==> src/rtl/bru_pkg.sv <==
package bru_pkg;

    typedef enum logic [2:0] {
        TM_ABS = 3'd0,
        TM_REG = 3'd1,
        TM_REL = 3'd2,
        TM_STK = 3'd3,
        TM_VEC = 3'd4
    } tgt_mode_e;

    typedef enum logic [1:0] {
        CK_ALWAYS = 2'd0,
        CK_FLAGS  = 2'd1,
        CK_CREG   = 2'd2,
        CK_CMP    = 2'd3
    } cond_kind_e;

    typedef enum logic [2:0] {
        CS_EQ  = 3'd0,
        CS_NE  = 3'd1,
        CS_LT  = 3'd2,
        CS_GE  = 3'd3,
        CS_LTU = 3'd4,
        CS_GEU = 3'd5
    } cond_sel_e;

    typedef struct packed {
        logic n;
        logic z;
        logic c;
        logic v;
    } flags_t;

    // Evaluate a flag-based condition code.
    function automatic logic flag_test(input logic [2:0] sel, input flags_t f);
        logic r;
        case (sel)
            CS_EQ:   r = f.z;
            CS_NE:   r = !f.z;
            CS_LT:   r = f.n ^ f.v;
            CS_GE:   r = !(f.n ^ f.v);
            CS_LTU:  r = !f.c;
            CS_GEU:  r = f.c;
            default: r = 1'b0;
        endcase
        return r;
    endfunction

endpackage

==> src/rtl/bru_cond.sv <==
module bru_cond
    import bru_pkg::*;
#(
    parameter int W = 32
) (
    input  logic [1:0]   kind,
    input  logic [2:0]   sel,
    input  logic [3:0]   flags,
    input  logic         creg_bit,
    input  logic [W-1:0] a,
    input  logic [W-1:0] b,
    output logic         hit
);

    logic cmp_hit;

    always_comb begin
        case (sel)
            CS_EQ:   cmp_hit = (a == b);
            CS_NE:   cmp_hit = (a != b);
            CS_LT:   cmp_hit = ($signed(a) < $signed(b));
            CS_LTU:  cmp_hit = (a < b);
            default: cmp_hit = 1'b0;
        endcase
    end

    always_comb begin
        case (kind)
            CK_ALWAYS: hit = 1'b1;
            CK_FLAGS:  hit = flag_test(sel, flags_t'(flags));
            CK_CREG:   hit = creg_bit;
            default:   hit = cmp_hit;
        endcase
    end

endmodule

==> src/rtl/bru_ras.sv <==
module bru_ras #(
    parameter int W     = 32,
    parameter int DEPTH = 8
) (
    input  logic         clk,
    input  logic         rst,
    input  logic         push,
    input  logic         pop,
    input  logic [W-1:0] push_data,
    output logic [W-1:0] top,
    output logic         empty,
    output logic         err
);

    localparam int AW = (DEPTH > 1) ? $clog2(DEPTH) : 1;
    localparam int PW = $clog2(DEPTH + 1);

    logic [W-1:0]  mem [DEPTH];
    logic [PW-1:0] sp;
    logic [PW-1:0] sp_dec;
    logic          full;

    assign full   = (sp == PW'(DEPTH));
    assign empty  = (sp == '0);
    assign sp_dec = sp - PW'(1);
    assign top    = mem[sp_dec[AW-1:0]];

    always_ff @(posedge clk) begin
        if (rst) begin
            sp  <= '0;
            err <= 1'b0;
        end else begin
            if ((push && full) || (pop && empty)) begin
                err <= 1'b1;
            end
            if (push && !full) begin
                mem[sp[AW-1:0]] <= push_data;
                sp              <= sp + PW'(1);
            end else if (pop && !empty) begin
                sp <= sp_dec;
            end
        end
    end

    AST_RAS_BOUND: assert property (@(posedge clk) disable iff (rst)
        sp <= PW'(DEPTH));
    AST_RAS_FULL_HOLD: assert property (@(posedge clk) disable iff (rst)
        (push && full) |=> (sp == PW'(DEPTH)));
    AST_RAS_EMPTY_HOLD: assert property (@(posedge clk) disable iff (rst)
        (pop && empty && !push) |=> empty);
    AST_ERR_STICKY: assert property (@(posedge clk) disable iff (rst)
        err |=> err);

endmodule

==> src/rtl/bru_vec.sv <==
module bru_vec #(
    parameter int             W       = 32,
    parameter int             ENTRIES = 16,
    parameter logic [W-1:0]   BASE    = 32'h0000_2000,
    parameter logic [W-1:0]   STRIDE  = 32'h0000_0010
) (
    input  logic                        clk,
    input  logic                        rst,
    input  logic                        rd_en,
    input  logic [$clog2(ENTRIES)-1:0]  rd_idx,
    output logic [W-1:0]                rd_data
);

    logic [W-1:0] tbl [ENTRIES];

    for (genvar g = 0; g < ENTRIES; g++) begin : g_entry
        assign tbl[g] = BASE + STRIDE * W'(g);
    end

    always_ff @(posedge clk) begin
        if (rst) begin
            rd_data <= '0;
        end else if (rd_en) begin
            rd_data <= tbl[rd_idx];
        end
    end

endmodule

==> src/rtl/bru_top.sv <==
module bru_top
    import bru_pkg::*;
#(
    parameter int                 IP_W        = 32,
    parameter int                 IMM_W       = 16,
    parameter int                 RAS_DEPTH   = 8,
    parameter int                 VEC_ENTRIES = 16,
    parameter logic [IP_W-1:0]    VEC_BASE    = 32'h0000_2000,
    parameter logic [IP_W-1:0]    VEC_STRIDE  = 32'h0000_0010
) (
    input  logic            clk,
    input  logic            rst,
    input  logic            br_valid,
    input  logic [2:0]      br_mode,
    input  logic [1:0]      br_kind,
    input  logic [2:0]      br_sel,
    input  logic            br_link,
    input  logic [31:0]     br_ip,
    input  logic [31:0]     br_imm,
    input  logic [31:0]     br_reg,
    input  logic [31:0]     cmp_a,
    input  logic [31:0]     cmp_b,
    input  logic [3:0]      flags,
    input  logic            creg_bit,
    output logic            taken,
    output logic [31:0]     next_ip,
    output logic            busy,
    output logic            stack_err
);

    localparam int                IW      = $clog2(VEC_ENTRIES);
    localparam logic [IP_W-1:0]   INSN_SZ = IP_W'(4);

    logic            cond_hit;
    logic            mode_ok;
    logic            forced;
    logic            go;
    logic            do_push;
    logic            do_pop;
    logic            vec_req;
    logic            pend;
    logic [IP_W-1:0] seq_ip;
    logic [IP_W-1:0] rel_ip;
    logic [IP_W-1:0] target;
    logic [IP_W-1:0] ras_top;
    logic            ras_empty;
    logic [IP_W-1:0] vec_data;

    bru_cond #(.W(IP_W)) u_cond (
        .kind     (br_kind),
        .sel      (br_sel),
        .flags    (flags),
        .creg_bit (creg_bit),
        .a        (cmp_a),
        .b        (cmp_b),
        .hit      (cond_hit)
    );

    bru_ras #(.W(IP_W), .DEPTH(RAS_DEPTH)) u_ras (
        .clk       (clk),
        .rst       (rst),
        .push      (do_push),
        .pop       (do_pop),
        .push_data (seq_ip),
        .top       (ras_top),
        .empty     (ras_empty),
        .err       (stack_err)
    );

    bru_vec #(.W(IP_W), .ENTRIES(VEC_ENTRIES), .BASE(VEC_BASE), .STRIDE(VEC_STRIDE)) u_vec (
        .clk     (clk),
        .rst     (rst),
        .rd_en   (vec_req),
        .rd_idx  (br_imm[IW-1:0]),
        .rd_data (vec_data)
    );

    // Request decode
    always_comb begin
        seq_ip  = br_ip + INSN_SZ;
        rel_ip  = br_ip + {{(IP_W-IMM_W){br_imm[IMM_W-1]}}, br_imm[IMM_W-1:0]};
        mode_ok = (br_mode <= TM_VEC);
        forced  = (br_kind == CK_ALWAYS) || br_link ||
                  (br_mode == TM_STK) || (br_mode == TM_VEC);
        go      = br_valid && !pend && mode_ok && (forced || cond_hit);
        do_pop  = go && (br_mode == TM_STK);
        do_push = go && br_link && (br_mode != TM_STK);
        vec_req = go && (br_mode == TM_VEC);
    end

    // Target selection
    always_comb begin
        case (br_mode)
            TM_ABS:  target = br_imm;
            TM_REG:  target = br_reg;
            TM_REL:  target = rel_ip;
            TM_STK:  target = ras_empty ? seq_ip : ras_top;
            default: target = seq_ip;
        endcase
    end

    // Output steering
    always_comb begin
        if (pend) begin
            taken   = 1'b1;
            next_ip = vec_data;
            busy    = 1'b0;
        end else if (vec_req) begin
            taken   = 1'b0;
            next_ip = seq_ip;
            busy    = 1'b1;
        end else begin
            taken   = go;
            next_ip = go ? target : seq_ip;
            busy    = 1'b0;
        end
    end

    always_ff @(posedge clk) begin
        if (rst) begin
            pend <= 1'b0;
        end else begin
            pend <= vec_req;
        end
    end

    AST_BUSY_ONE_CYCLE: assert property (@(posedge clk) disable iff (rst)
        busy |=> !busy);
    AST_BUSY_THEN_TAKEN: assert property (@(posedge clk) disable iff (rst)
        busy |=> taken);
    AST_IDLE_SEQUENTIAL: assert property (@(posedge clk) disable iff (rst)
        (!br_valid && !pend) |-> (!taken && next_ip == br_ip + INSN_SZ));
    AST_PUSH_POP_EXCL: assert property (@(posedge clk) disable iff (rst)
        !(do_push && do_pop));
    AST_STACK_MODE_TAKEN: assert property (@(posedge clk) disable iff (rst)
        (br_valid && !pend && br_mode == TM_STK) |-> taken);

endmodule

==> config.mk <==
export PLATFORM = sky130hd
export DESIGN_NAME = bru_top
export DESIGN_NICKNAME = d
export VERILOG_FILES = /design/src/rtl/bru_pkg.sv /design/src/rtl/bru_cond.sv /design/src/rtl/bru_ras.sv /design/src/rtl/bru_vec.sv /design/src/rtl/bru_top.sv
export SDC_FILE = /design/constraint.sdc
export NUM_CORES = 1
export LEC_CHECK = 0
export ABC_CLOCK_PERIOD_IN_PS = 6500
export BUFFER_PORTS_ARGS = -buffer_cell sky130_fd_sc_hd__clkbuf_2
export CORE_UTILIZATION = 50
export DETAILED_ROUTE_END_ITERATION = 8
export PLACE_DENSITY = 0.71
export RECOVER_POWER = 25
export SETUP_SLACK_MARGIN = 0.4
export SLEW_MARGIN = 10
export SYNTH_ARGS = -nofsm -noshare
export SYNTH_HDL_FRONTEND = slang
export SYNTH_SLANG_ARGS = --single-unit
export TNS_END_PERCENT = 30
==> constraint.sdc <==
create_clock -name clk -period 6.5 [get_ports clk]
set_input_delay 0.325 -clock clk [delete_from_list [all_inputs] [get_ports clk]]
set_output_delay 0.325 -clock clk [all_outputs]
set_load 0.005 [all_outputs]
Yosys cells after proc, flatten, opt, wreduce, memory -nomap -nowiden
Memory sizes are Yosys's and may differ from the RTL's. A register that Yosys moved wholly into a read port is not among the register bits.
Cells that the tools add are included.

operators by class
  eq/ne operators = 15
  muxes and demuxes = 17
  order comparisons = 3
  $add $sub $neg = 4
  bitwise operators = 2
  reduce and logical (&&, ||, !) cells = 27

operators with widths
  operator               number
  $mux 32                4
  $pmux 32 s4            1
  $lt 32x32->1           2
  $add 32x3->32 const B  1
  $add 32x32->32         1
  $eq 32x32->1           1
  $ne 32x32->1           1
  $eq 3x2->1 const B     4
  $logic_and 1x1->1      11
  $eq 3x3->1 const B     3
  $mux 4                 2
  $mux 1                 7
  $eq 3x1->1 const B     2
  $logic_not 1->1        6
  $logic_not 3->1        2
  $pmux 1 s6             1
  $logic_or 1x1->1       5
  $not 4->5              1
  $add 4x1->4 const B    1
  $eq 4x4->1 const B     1
  $logic_not 4->1        1
  $pmux 1 s4             1
  $sub 4x1->4 const B    1
  $le 3x3->1 const B     1
  other kinds (7)        7

word-level totals
  memory bits (read-only) = 512
  memory bits (writable) = 256
  memories kept = 2
  output and inout port bits = 35
  register bits after elaboration = 6
  word-level logic and storage cells = 73

memory list
  name              depth  bits a word  read ports  clocked after memory_dff  write ports  RTL line       RTL
  (name not given)  16     32           1           1                         0            bru_vec.sv:24  rd_data <= tbl[rd_idx];
  u_ras.mem         8      32           1           0                         1            bru_ras.sv:18  logic [W-1:0] mem [DEPTH];

Longest topological paths before layout
  depth in word-level cells = 12
  mapped depth = 15
  gate-level depth less buffers = 10

Cells and area by module
Synthesis repeated with hierarchy kept, for this count alone.

second synthesis, totals
  cells, all modules = 1,186
  area total of the unflattened synthesis = 15,434.8 um2

by module, submodules not included
  module    seq. area each (um2)  instances  cells each  area each (um2)
  bru_ras   7,787.5               1          429         10,238.6
  bru_top   20.0                  1          584         3,857.4
  bru_cond  0.0                   1          129         958.4
  bru_vec   100.1                 1          44          380.4

Least setup slack after synthesis
No wires, ideal clock.

  kind = register to register
  from = register u_ras.sp[0]
  to = memory u_ras.mem[2][0], enable pin
  arrival time = 5.200 ns
  library setup time = 0.502 ns
  period minus slack after synthesis = 5.702 ns
  slack = 0.798 ns
  stages on the path, launching flop included = 11
  required time = 5.998 ns
  path buffers = 4
  cells stage by stage = dfxtp_1 buf_2 buf_4 buf_2 buf_2 inv_1 ha_1 nor2b_1 nand2_1 nand4_1 nor4_1

between the ends
  longest elaborated chain between the ends = 6

ends and longest elaborated chain
  what                          RTL line       RTL
  start, declared               bru_ras.sv:19  logic [PW-1:0] sp;
  start signal, assigned        bru_ras.sv:38  sp <= sp + PW'(1);
  start signal, assigned        bru_ras.sv:40  sp <= sp_dec;
  $eq 4x4->1                    bru_ras.sv:23  assign full = (sp == PW'(DEPTH));
  $logic_not 1->1               bru_ras.sv:36  if (push && !full) begin
  $logic_and 1x1->1             bru_ras.sv:36
  $mux 1                        bru_ras.sv:36
  $mux 1                        bru_ras.sv:29  if (rst) begin
  $mux 1 (not written as such)  bru_ras.sv:37  mem[sp[AW-1:0]] <= push_data;
  end, declared                 bru_ras.sv:18

Several ways; a longest one is shown, not always the timed one.

Worst setup path after layout
  from = register u_ras.sp[0]
  to = output port next_ip[8]

between the ends
  longest elaborated chain between the ends = 7
  elaborated cells between the ends (all ways) = 8

ends and longest elaborated chain
  what           RTL line        RTL
  $sub 4x1->4    bru_ras.sv:25   assign sp_dec = sp - PW'(1);
  $mem_v2 8x32   --
  $mux 32 *      bru_top.sv:97   TM_STK: target = ras_empty ? seq_ip : ras_top;
  $pmux 32 s4 *  bru_top.sv:93   case (br_mode)
  $mux 32 *      bru_top.sv:114  next_ip = go ? target : seq_ip;
  $mux 32 *      bru_top.sv:108  end else if (vec_req) begin
  $mux 32 *      bru_top.sv:104  if (pend) begin
  end, declared  bru_top.sv:26   output logic [31:0] next_ip,

Mark *: on every way between the ends. The rest lies on a longest branch, timed or not.

==> impl_metrics.toml <==
[synth]
synthArstFlopShare_pct = 0
ys_top_cells_by_area = "edfxtp_1, mux4_2, ha_1"
yosys.area_share.simple_pct = 10.09
synth_xor_area_share_pct = 3.105
synth_top_area_cell = "edfxtp_1"
synth.most_common_cell = "edfxtp_1"
synth_mux_area_share_pct = 13.57
synth_area_um2 = 14910
synthAdderAreaFrac_pct = 5.673
synth_compound_area_share_pct = 11.24
avgSynthCellArea_um2 = 12.83
syn_nets = 1406
synthFlopType = "edfxtp_1"
syn_inst = 1162
yosys_warnings = 0
synth_commonest_cells = "edfxtp_1, nor2_1, a21oi_1, mux4_2, ha_1"
synth_cell_types = 79
synth-seq-area-share_pct = 53.04
synth_edf_count = 256
synth_seq_cells = 267
netlist.area_leader.share_pct = 51.56
synth_top_family_by_area = "multiplexers"

[detailed_routing]
drt_wl_total_um = 44020
via_per_inst = 6.365
drc = 0
drt_iter0_markers = 1251
via_count = 11280
drtPass1Iterations = 7
wire_per_inst_um = 24.84
postRouteAntennaNets = 0

[clocking]
cts_max_path_buffers = 3
root_buffer = "clkbuf_16"
cts_tree = "yes"
cts_sinks = 267
cts_setup_buffers = 0
cts_made_buffers = 25
clk_pin_slew_ns = 0.07
cts_max_level = 1
post_cts_resized = 0
clk_latency_ns = 0.52
hold_buffers = 0

[die]
die_w_um = 174.7
core_area_um2 = 29010
start_util_pct = 51.39
die-area_um2 = 30510
rows = 62
ios = 212
die_h_um = 174.7

[final_layout]
area_growth_syn_to_layout_pct = 15.79
layout.nets = 1614
drive_above_1_share_pct = 26.53

[sta]
fmax_ghz = 0.2083
setup_tns_ns = 0
fin_hold_ws_ns = 0.07025
period_share_pct = 73.85
hold_viol = 0
rsz0062_at_grt = "no"
drv_slew = 0
tightest_slew_ns = 1.089
finalWorstSetupSlack_ns = 1.700
min_period_ns = 4.800
relSlewSlack_pct = 27.34
final-setup-viol-count = 0
finClkSkew_ns = 0.009677

[worst_setup_path]
critical_path_arrival_ns = 4.48
path_common_cell = "mux4_2"
endpoint_kind = "output port"
path_cells = "inv_1, ha_2, buf_4, mux4_2, mux2i_1, o21ai_0, mux4_2, a21oi_1, nor3_1, clkbuf_2"
r2r_slack_ns = 2.69
cpLargestDelayFamily = "adder cells"
regToRegEndpoint = "u_ras.mem[0][20]"
cp-start-kind = "flop"
slowest_stage = "ha_2"
crit_type = "reg -> out"
crit_cells = 10
cp_max_fo = 39
max_stage_delay_ns = 1.01
reg2regPathDepth = 8
rr_startpoint = "u_ras.sp[0]"
required_ns = 6.17
path_buf_inv = 3

[power_and_ir_drop]
power.density_nw_per_um2 = 237.5
pwr-share-clk_pct = 35.2
pwr-share-comb_pct = 18.2
internal-power_uw = 3032
power_frac_seq_pct = 46.7
max-vdd-ir-drop_mv = 0.1923
sw_frac_of_total_pct = 26.05
switchingPower_uw = 1068
p_leak_uw = 0.006401

[global_route]
first_global_vias = 11150
grt_use_total_pct = 28.89
grt_overflow = 0
antenna_found_initial = 2
grt_max_degree = 40
grt_pass1_wl_um = 65850

[worst_hold_path]
hold_end = "u_vec.rd_data[6]"
hp-class = "in -> reg"
min_path_cells = 3
hold_path_startpoint = "br_imm[2]"

[place]
place.gp.congestion = 1.022
place_hpwl_um = 31620
portBuffers = 211
pre_cts_slack_ns = 2.152

[job]
maxCapViolations = 0

[run_status]
status = "completed"
-- cell usage in the layout, fill, tap and decap left out, types with 6 or more instances in the layout --
master / instances
o21ai_1: 6
ha_1: 65
dfxtp_1: 10
o21ai_0: 39
nor2b_1: 18
mux2i_1: 48
xor2_1: 21
and3_1: 9
o31ai_1: 7
xnor2_1: 30
buf_4: 24
a21o_1: 12
o22ai_1: 15
nand4_1: 18
inv_1: 63
a22oi_1: 7
and4_1: 6
or3_1: 7
nand3_1: 33
a31oi_1: 8
nand2_1: 64
clkbuf_16: 25
o221ai_1: 6
clkbuf_1: 6
mux4_2: 68
edfxtp_1: 256
a222oi_1: 13
a211oi_1: 9
clkbuf_2: 208
nor3_1: 24
a21oi_1: 68
nor2_1: 71
-- per-stage QoR --
step	cell area (um^2)	power, uW	cells	util [%]
floorplan	14910	2417	1162	-
global placement	16460	2675	1727	56.74
detailed placement	16460	2684	1727	56.74
CTS	17260	4108	1771	59.50
global route	17260	4236	1772	59.50
finish	17260	4100	1772	59.50
-- state kept, by name, summed over array words and instances (netlist names) --
register	cells
u_vec.rd_data	5
u_ras.sp	4
pend	1
u_ras.err	1
u_ras.mem	256
-- worst max path at each step --
stage	from	endpoint
3_5_place_dp	u_ras.sp[0]	next_ip[8]
6_report	u_ras.sp[0]	next_ip[8]
3_3_place_gp	u_ras.sp[0]	next_ip[8]
5_1_grt	u_ras.sp[0]	next_ip[8]
4_1_cts	u_ras.sp[0]	next_ip[8]
2_1_floorplan	u_ras.sp[0]	u_ras.mem[2][0]
-- tightest hold or removal path, cell delays in order --
cell      delay, ns
clkbuf_2       0.11
nand2_1        0.06
a21oi_1        0.05
-- power by group through the flow --
stage | combinational, uW | sequential, uW | clock (uW)
detailed placement | 733 | 1950 | 0
global placement | 724 | 1950 | 0
floorplan | 481 | 1940 | 0
finish | 744 | 1910 | 1440
CTS | 737 | 1910 | 1460
global route | 800 | 1910 | 1520
-- routing by layer --
layer,share of wire (%),track usage (%)
met2,48,47.97
met4,4.0,12.10
met1,39,38.15
met3,9.2,4.112
met5,0.018,0
-- cell families (layout without fill, tap and decap cells) --
family                   count (synthesis)  after routing
AND/OR/NAND/NOR                        296            296
flip-flops                             267            267
AO/OA/AOI/OAI                          246            246
multiplexers                           117            117
buffers and inverters                  117            342
adder cells (fa/ha/maj)                 67             67
XOR/XNOR                                52             52
other                                    0              1
-- layout make-up --
class	instances	area [um^2]
diodes	1	2.502
clock inverters	16	165.2
flip-flops and latches	267	7911
inverters	63	236.5
fillers	2287	11750
multi-input cells	778	6598
repair buffers	235	1232
well taps	384	480.5
clock buffers	28	636.9
(Power assumes the default switching activity.)
